## config.mk

```make
export PLATFORM = sky130hd
export DESIGN_NAME = unop_exec_unit
export DESIGN_NICKNAME = d
export VERILOG_FILES = /design/src/rtl/unop_pkg.sv /design/src/rtl/unop_decode.sv /design/src/rtl/unop_alu.sv /design/src/rtl/unop_mul_seq.sv /design/src/rtl/unop_exec_unit.sv
export SDC_FILE = /design/constraint.sdc
export NUM_CORES = 2
export LEC_CHECK = 0
export BUFFER_PORTS_ARGS = -buffer_cell sky130_fd_sc_hd__clkbuf_2
export CORE_MARGIN = 10
export CORE_UTILIZATION = 40
export CTS_BUF_LIST = sky130_fd_sc_hd__clkbuf_16
export CTS_CLUSTER_SIZE = 8
export DETAILED_ROUTE_END_ITERATION = 10
export MAX_ROUTING_LAYER = met4
export PLACE_DENSITY_LB_ADDON = 0.12
export SYNTH_ARGS = -nofsm -noshare
export SYNTH_HDL_FRONTEND = slang
export SYNTH_SLANG_ARGS = --single-unit
```

## constraint.sdc

```tcl
create_clock -name clk -period 6 [get_ports clk]
set_clock_uncertainty 0.15 [all_clocks]
set_input_delay 1.2 -clock clk [delete_from_list [all_inputs] [get_ports clk]]
set_output_delay 1.2 -clock clk [all_outputs]
set_load 0.05 [all_outputs]
```

## src/rtl/unop_pkg.sv

```systemverilog
`timescale 1ns/1ps
package unop_pkg;

    localparam int REG_W = 3;

    localparam logic [REG_W-1:0] ACC_REG = 3'd0;
    localparam logic [REG_W-1:0] HI_REG  = 3'd2;

    localparam logic [7:0] OPC_GRP_UNARY = 8'hF7;
    localparam logic [7:0] OPC_GRP_STEP  = 8'hFF;
    localparam logic [3:0] OPC_ROW_STEP  = 4'h4;

    localparam logic [2:0] SUB_NOT = 3'd2;
    localparam logic [2:0] SUB_NEG = 3'd3;
    localparam logic [2:0] SUB_MUL = 3'd4;
    localparam logic [2:0] SUB_INC = 3'd0;
    localparam logic [2:0] SUB_DEC = 3'd1;

    typedef enum logic [2:0] {
        K_NOT,
        K_NEG,
        K_MUL,
        K_INC,
        K_DEC,
        K_BAD
    } kind_e;

    typedef enum logic [2:0] {
        S_IDLE,
        S_EXEC,
        S_MUL,
        S_WHI,
        S_FIN
    } state_e;

    typedef struct packed {
        kind_e            kind;
        logic [REG_W-1:0] target;
    } dec_t;

endpackage

```

## src/rtl/unop_decode.sv

```systemverilog
`timescale 1ns/1ps
module unop_decode
    import unop_pkg::*;
(
    input  logic [7:0] opcode,
    input  logic [7:0] modrm,
    output dec_t       dec
);

    logic       reg_direct;
    logic [2:0] sub_sel;

    assign reg_direct = (modrm[7:6] == 2'b11);
    assign sub_sel    = modrm[5:3];

    always_comb begin
        dec.kind   = K_BAD;
        dec.target = modrm[2:0];
        if (opcode[7:4] == OPC_ROW_STEP) begin
            dec.kind   = opcode[3] ? K_DEC : K_INC;
            dec.target = opcode[2:0];
        end else if (reg_direct && opcode == OPC_GRP_UNARY) begin
            case (sub_sel)
                SUB_NOT: dec.kind = K_NOT;
                SUB_NEG: dec.kind = K_NEG;
                SUB_MUL: dec.kind = K_MUL;
                default: dec.kind = K_BAD;
            endcase
        end else if (reg_direct && opcode == OPC_GRP_STEP) begin
            case (sub_sel)
                SUB_INC: dec.kind = K_INC;
                SUB_DEC: dec.kind = K_DEC;
                default: dec.kind = K_BAD;
            endcase
        end
    end

endmodule

```

## src/rtl/unop_alu.sv

```systemverilog
`timescale 1ns/1ps
module unop_alu
    import unop_pkg::*;
#(
    parameter int DATA_W = 32
) (
    input  kind_e             kind,
    input  logic [DATA_W-1:0] operand,
    output logic [DATA_W-1:0] result,
    output logic              wr_en,
    output logic              flags_en,
    output logic              sf,
    output logic              zf,
    output logic              of
);

    localparam logic [DATA_W-1:0] MIN_NEG = {1'b1, {(DATA_W-1){1'b0}}};
    localparam logic [DATA_W-1:0] ONE     = {{(DATA_W-1){1'b0}}, 1'b1};

    always_comb begin
        result   = operand;
        wr_en    = 1'b0;
        flags_en = 1'b0;
        of       = 1'b0;
        case (kind)
            K_NOT: begin
                result   = ~operand;
                wr_en    = 1'b1;
                flags_en = 1'b1;
            end
            K_NEG: begin
                flags_en = 1'b1;
                if (operand == MIN_NEG) begin
                    of = 1'b1;
                end else begin
                    result = ~operand + ONE;
                    wr_en  = 1'b1;
                end
            end
            K_INC: begin
                result = operand + ONE;
                wr_en  = 1'b1;
            end
            K_DEC: begin
                result = operand - ONE;
                wr_en  = 1'b1;
            end
            default: begin
                result = operand;
            end
        endcase
        sf = result[DATA_W-1];
        zf = (result == '0) && !of;
    end

endmodule

```

## src/rtl/unop_mul_seq.sv

```systemverilog
`timescale 1ns/1ps
module unop_mul_seq #(
    parameter int DATA_W     = 32,
    parameter int MUL_STEP_W = 8
) (
    input  logic                  clk,
    input  logic                  rst_n,
    input  logic                  start,
    input  logic [DATA_W-1:0]     mcand_in,
    input  logic [DATA_W-1:0]     mplier_in,
    output logic                  valid,
    output logic [2*DATA_W-1:0]   product
);

    localparam int STEPS = DATA_W / MUL_STEP_W;
    localparam int CW    = (STEPS > 1) ? $clog2(STEPS) : 1;
    localparam logic [CW-1:0] LAST = CW'(STEPS - 1);

    typedef struct packed {
        logic [2*DATA_W-1:0] mcand;
        logic [DATA_W-1:0]   mplier;
        logic [2*DATA_W-1:0] acc;
        logic [CW-1:0]       cnt;
        logic                run;
        logic                valid;
    } mul_t;

    mul_t mul_d, mul_q;
    logic [2*DATA_W-1:0] partial;

    assign partial = mul_q.mcand *
                     {{(2*DATA_W-MUL_STEP_W){1'b0}}, mul_q.mplier[MUL_STEP_W-1:0]};

    always_comb begin
        mul_d       = mul_q;
        mul_d.valid = 1'b0;
        if (start) begin
            mul_d.mcand  = {{DATA_W{1'b0}}, mcand_in};
            mul_d.mplier = mplier_in;
            mul_d.acc    = '0;
            mul_d.cnt    = '0;
            mul_d.run    = 1'b1;
        end else if (mul_q.run) begin
            mul_d.acc    = mul_q.acc + partial;
            mul_d.mcand  = mul_q.mcand << MUL_STEP_W;
            mul_d.mplier = mul_q.mplier >> MUL_STEP_W;
            mul_d.cnt    = mul_q.cnt + 1'b1;
            if (mul_q.cnt == LAST) begin
                mul_d.run   = 1'b0;
                mul_d.valid = 1'b1;
            end
        end
    end

    always_ff @(posedge clk) begin
        if (!rst_n) mul_q <= '0;
        else        mul_q <= mul_d;
    end

    assign valid   = mul_q.valid;
    assign product = mul_q.acc;


    mul_valid_after_run_chk: assert property (@(posedge clk) disable iff (!rst_n)
        mul_q.valid |-> $past(mul_q.run));


    mul_start_idle_chk: assert property (@(posedge clk) disable iff (!rst_n)
        start |-> !mul_q.run);

endmodule

```

## src/rtl/unop_exec_unit.sv

```systemverilog
`timescale 1ns/1ps
module unop_exec_unit
    import unop_pkg::*;
#(
    parameter int DATA_W     = 32,
    parameter int MUL_STEP_W = 8
) (
    input  logic              clk,
    input  logic              rst_n,
    input  logic              op_valid,
    input  logic [7:0]        op_code,
    input  logic [7:0]        op_modrm,
    output logic              busy,
    output logic [2:0]        rf_rd_idx,
    input  logic [DATA_W-1:0] rf_rd_data,
    input  logic [DATA_W-1:0] rf_acc_data,
    output logic              rf_we,
    output logic [2:0]        rf_wr_idx,
    output logic [DATA_W-1:0] rf_wr_data,
    output logic              flag_sf,
    output logic              flag_zf,
    output logic              flag_of,
    output logic              done,
    output logic              err
);

    localparam logic [DATA_W-1:0] MIN_NEG = {1'b1, {(DATA_W-1){1'b0}}};

    typedef struct packed {
        state_e            st;
        dec_t              dec;
        logic              we;
        logic [REG_W-1:0]  widx;
        logic [DATA_W-1:0] wdata;
        logic              sf;
        logic              zf;
        logic              of;
        logic              done;
        logic              err;
    } ctl_t;

    ctl_t ctl_d, ctl_q;

    dec_t                dec_w;
    logic [DATA_W-1:0]   alu_res;
    logic                alu_we, alu_fe, alu_sf, alu_zf, alu_of;
    logic                mul_start, mul_valid;
    logic [2*DATA_W-1:0] mul_prod;

    unop_decode dec_i (
        .opcode (op_code),
        .modrm  (op_modrm),
        .dec    (dec_w)
    );

    unop_alu #(.DATA_W(DATA_W)) alu_i (
        .kind     (ctl_q.dec.kind),
        .operand  (rf_rd_data),
        .result   (alu_res),
        .wr_en    (alu_we),
        .flags_en (alu_fe),
        .sf       (alu_sf),
        .zf       (alu_zf),
        .of       (alu_of)
    );

    unop_mul_seq #(.DATA_W(DATA_W), .MUL_STEP_W(MUL_STEP_W)) mul_i (
        .clk       (clk),
        .rst_n     (rst_n),
        .start     (mul_start),
        .mcand_in  (rf_acc_data),
        .mplier_in (rf_rd_data),
        .valid     (mul_valid),
        .product   (mul_prod)
    );

    always_comb begin
        ctl_d      = ctl_q;
        ctl_d.we   = 1'b0;
        ctl_d.done = 1'b0;
        ctl_d.err  = 1'b0;
        mul_start  = 1'b0;
        case (ctl_q.st)
            S_IDLE: begin
                if (op_valid) begin
                    ctl_d.dec = dec_w;
                    ctl_d.st  = S_EXEC;
                end
            end
            S_EXEC: begin
                if (ctl_q.dec.kind == K_MUL) begin
                    mul_start = 1'b1;
                    ctl_d.st  = S_MUL;
                end else begin
                    ctl_d.we    = alu_we;
                    ctl_d.widx  = ctl_q.dec.target;
                    ctl_d.wdata = alu_res;
                    if (alu_fe) begin
                        ctl_d.sf = alu_sf;
                        ctl_d.zf = alu_zf;
                        ctl_d.of = alu_of;
                    end
                    ctl_d.st = S_FIN;
                end
            end
            S_MUL: begin
                if (mul_valid) begin
                    ctl_d.we    = 1'b1;
                    ctl_d.widx  = ACC_REG;
                    ctl_d.wdata = mul_prod[DATA_W-1:0];
                    ctl_d.st    = S_WHI;
                end
            end
            S_WHI: begin
                ctl_d.we    = 1'b1;
                ctl_d.widx  = HI_REG;
                ctl_d.wdata = mul_prod[2*DATA_W-1:DATA_W];
                ctl_d.of    = |mul_prod[2*DATA_W-1:DATA_W];
                ctl_d.st    = S_FIN;
            end
            S_FIN: begin
                ctl_d.done = 1'b1;
                ctl_d.err  = (ctl_q.dec.kind == K_BAD);
                ctl_d.st   = S_IDLE;
            end
            default: ctl_d.st = S_IDLE;
        endcase
    end

    always_ff @(posedge clk) begin
        if (!rst_n) ctl_q <= '0;
        else        ctl_q <= ctl_d;
    end

    assign busy       = (ctl_q.st != S_IDLE);
    assign rf_rd_idx  = ctl_q.dec.target;
    assign rf_we      = ctl_q.we;
    assign rf_wr_idx  = ctl_q.widx;
    assign rf_wr_data = ctl_q.wdata;
    assign flag_sf    = ctl_q.sf;
    assign flag_zf    = ctl_q.zf;
    assign flag_of    = ctl_q.of;
    assign done       = ctl_q.done;
    assign err        = ctl_q.err;


    done_pulse_chk: assert property (@(posedge clk) disable iff (!rst_n)
        done |=> !done);


    write_while_busy_chk: assert property (@(posedge clk) disable iff (!rst_n)
        rf_we |-> busy);


    err_with_done_chk: assert property (@(posedge clk) disable iff (!rst_n)
        err |-> done);


    err_no_write_chk: assert property (@(posedge clk) disable iff (!rst_n)
        err |-> !$past(rf_we));


    mul_pair_order_chk: assert property (@(posedge clk) disable iff (!rst_n)
        (rf_we && $past(rf_we)) |-> (rf_wr_idx == HI_REG && $past(rf_wr_idx) == ACC_REG));


    neg_min_chk: assert property (@(posedge clk) disable iff (!rst_n)
        (ctl_q.st == S_FIN && ctl_q.dec.kind == K_NEG && $past(rf_rd_data) == MIN_NEG)
        |-> (!rf_we && flag_sf && !flag_zf && flag_of));


    step_keeps_flags_chk: assert property (@(posedge clk) disable iff (!rst_n)
        (ctl_q.st == S_FIN && (ctl_q.dec.kind == K_INC || ctl_q.dec.kind == K_DEC))
        |-> $stable({flag_sf, flag_zf, flag_of}));

endmodule

```

==> flow_metrics.tcl <==
set metrics [dict create \
    status "completed" \
    synth_flop_cell "dfxtp_1" \
    rows 98 \
    antenna_left 0 \
    wl_per_cell_um 22.1 \
    setup_viol 0 \
    finalInstanceArea_um2 32700 \
    cts.sinks 214 \
    finalCritPeriodShare 0.978 \
    maxCapViolCount 0 \
    r2r-end "mul_i.product[36]" \
    crit_slowest_cell "fa_1" \
    crit_required_ns 6.26 \
    yosys_warnings 0 \
    synth_edf_count 0 \
    drc 0 \
    min_period_ns 5.87 \
    cp-end-kind "flop" \
    routed_wl_mm 101 \
    post_dp_cell_area_um2 31400 \
    syn_inst 3503 \
    r2r_start "mul_i.mul_q[71]" \
    cp-start-kind "flop" \
    clockRootBuffer "clkbuf_16" \
    finish.utilization 0.457 \
    first_pass_iters 9 \
    grt_pass1_vias 26087 \
    layout_commonest_cell "inv_1" \
    final_cell_mix "inv_1 (502), fa_1 (410), and2_1 (339)" \
    dieArea_um2 83600 \
    dr_wl_met3_mm 6.51 \
    core-area_um2 71600 \
    ios 128 \
    synthesis.nets 4102 \
    crit_chain "buf_12, buf_4, and2_1, fa_1, fa_1, fa_1, inv_1, fa_1, inv_1, ha_1, a21oi_1, o21a_1, o221ai_1, a31oi_2, nor3_2, buf_4, nor3_1, o21ai_0, a21boi_1, o21ai_0, xnor2_1, o22ai_1" \
    grt_max_degree 96 \
    holdPathEnd "mul_i.mul_q[98]" \
    drive_above_1_share 0.130 \
    drtIter0Drc 2164 \
    clk_pin_slew_ns 0.05 \
    cts_tree "yes" \
    fmax_ghz 0.170 \
    numCtsBuffers 35 \
    p_leak_nw 15.3 \
    fill_cells 7151 \
    die_h_um 289 \
    synth-seq-area-share 0.148 \
    port_buffers 127 \
    via_count 25335 \
    r2r_cells 22 \
    seq_area_um2 4320 \
    async_flop_share 0 \
    path_common_cell "fa_1" \
    multi_input_area_um2 21700 \
    min_from "mul_i.mul_q[98]" \
    synth_cell_types 84 \
    hold_violations 0 \
    cts_max_level 2 \
    routed_via_density 5.52 \
    irDropWorstVdd_mv 0.150 \
    fin_nets 4218 \
    overflow 0 \
    slew_violations 0 \
    grt_pass1_wl_mm 157 \
    max-slew-margin-rel 0.191 \
    min_path_type "reg2reg" \
    critPathKind "reg2reg" \
    pwr_density_cell_nw_per_um2 131 \
    clk_latency_ns 0.56 \
    syn_to_final_growth_pct 12.9 \
    top_layer "met4" \
    cts_buffer_depth 3 \
    r2r_slack_ns 0.13 \
    worstMarginPinSlew_ns 1.21 \
    gp_congestion 0.945 \
    hpwl_mm 78.7 \
    min_path_cells 2 \
    syn_area_per_cell_um2 8.27 \
    cpPeakStageDelay_ns 0.53 \
    synth_seq_cells 214 \
    syn_area_um2 29000 \
    grtUsageTotal 0.249 \
    cp_max_fo 10 \
    startpoint "mul_i.mul_q[71]" \
    arrival_ns 6.12 \
    fp.dieW_um 289 \
    wl_met1_mm 46.4 \
    wl_met2_mm 45.7 \
    start_util 0.405 \
    rsz0062_at_grt "true" \
    antenna_found_initial 5 \
]
-- critical path, delay by kind of cell, from the launching register on --
family | cells | cell delay [ns]
AOI/OAI and AO/OA | 8 | 1.51
adders and majority gates | 5 | 2.31
xor gates and xnor gates | 1 | 0.31
and+or+nand+nor | 3 | 0.48
DFF | 1 | 0.39
buffers and inverters | 5 | 0.55
-- kinds of logic after synthesis --
kind of cell               after synthesis  share of synthesized area
DFF                                    214                      0.148
buffers and inverters                  780                      0.108
and+or+nand+nor                       1176                      0.205
AOI/OAI and AO/OA                      600                      0.139
muxes                                  130                     0.0450
adders and majority gates              516                      0.329
xor gates and xnor gates                87                     0.0263
-- report_power, final --
group          switching (W)  total [W]  internal (W)
combinational       0.000609   0.000886      0.000277
clock               0.000785    0.00190       0.00111
sequential         0.0000516    0.00150       0.00145
-- layout make-up --
class | instances | area share
antenna | 5 | 0.000383
clock buffer | 36 | 0.0275
clock inverter | 16 | 0.00321
inverter | 495 | 0.0569
multi-input combinational | 2509 | 0.663
sequential | 214 | 0.132
tap | 950 | 0.0363
timing repair buffer | 364 | 0.0802
-- registers in the layout (all words and copies together), names as in the netlist --
name,count
rf_we,1
flag_zf,1
mul_i.product,64
mul_i.mul_q,99
flag_of,1
rf_rd_idx,3
mul_i.valid,1
err,1
rf_wr_idx,3
done,1
flag_sf,1
rf_wr_data,32
ctl_q,6
-- worst max-delay path by stage --
stage	end	slack [ns]
global route	mul_i.product[36]	-0.07
floorplan	mul_i.product[63]	0.24
global placement	mul_i.product[63]	-0.23
CTS	mul_i.product[63]	0.009
finish	mul_i.product[36]	0.13
detailed placement	mul_i.product[63]	-0.33
-- cell usage after synthesis (all sizes together), types with 6 or more instances --
cell / instances / area (um2)
inv: 493 / 1850
fa: 411 / 8230
and2: 340 / 2130
nand2: 306 / 1150
nor2: 263 / 987
dfxtp: 214 / 4280
a21oi: 180 / 901
clkbuf: 172 / 653
mux2i: 129 / 1290
buf: 113 / 613
ha: 105 / 1310
o21ai: 88 / 440
a211oi: 74 / 556
xnor2: 56 / 490
a21o: 52 / 390
nor3: 51 / 260
nand3: 49 / 250
nand4: 35 / 219
a222oi: 33 / 330
xor2: 31 / 272
nor4: 26 / 199
and3: 23 / 144
o21a: 23 / 173
a31oi: 19 / 119
nor2b: 19 / 119
o21bai: 19 / 146
o211ai: 17 / 128
nand2b: 11 / 68.8
or3: 11 / 68.8
a221oi: 9 / 85.1
o31ai: 9 / 67.6
or2: 9 / 56.3
or4: 8 / 63.8
a311oi: 7 / 67.6
o221ai: 7 / 61.3
a2111oi: 6 / 61.3
a211o: 6 / 52.6
nand3b: 6 / 45.0
o22ai: 6 / 37.5
-- repair_timing --
item	4_1_cts	5_1_grt
hold buffers	0	0
gates resized for setup	7	42
setup buffers	0	5
endpoints found under the setup margin	8	21
pin swaps	0	3
cloned	0	2
-- routing by layer --
| layer | vias to the layer above | global-route usage |
|---|---|---|
| li1 | 11593 | - |
| met1 | 12751 | 0.340 |
| met2 | 854 | 0.385 |
| met3 | 137 | 0.0356 |
| met4 | 0 | 0.0586 |
| met5 | - | - |
-- per-stage QoR --
step	hold slack, ns	total power, W	worst slack [ns]	setup TNS [ns]	std cells
3_3_place_gp	0.305	0.00239	-0.232	-0.626	4525
5_1_grt	0.332	0.00444	-0.0687	-0.134	4588
2_1_floorplan	0.298	0.00207	0.245	0	3503
6_report	0.316	0.00429	0.134	0	4589
4_1_cts	0.315	0.00432	0.00892	0	4577
3_5_place_dp	0.309	0.00239	-0.330	-1.10	4525
Note: power is estimated with default switching activity, not from simulation.
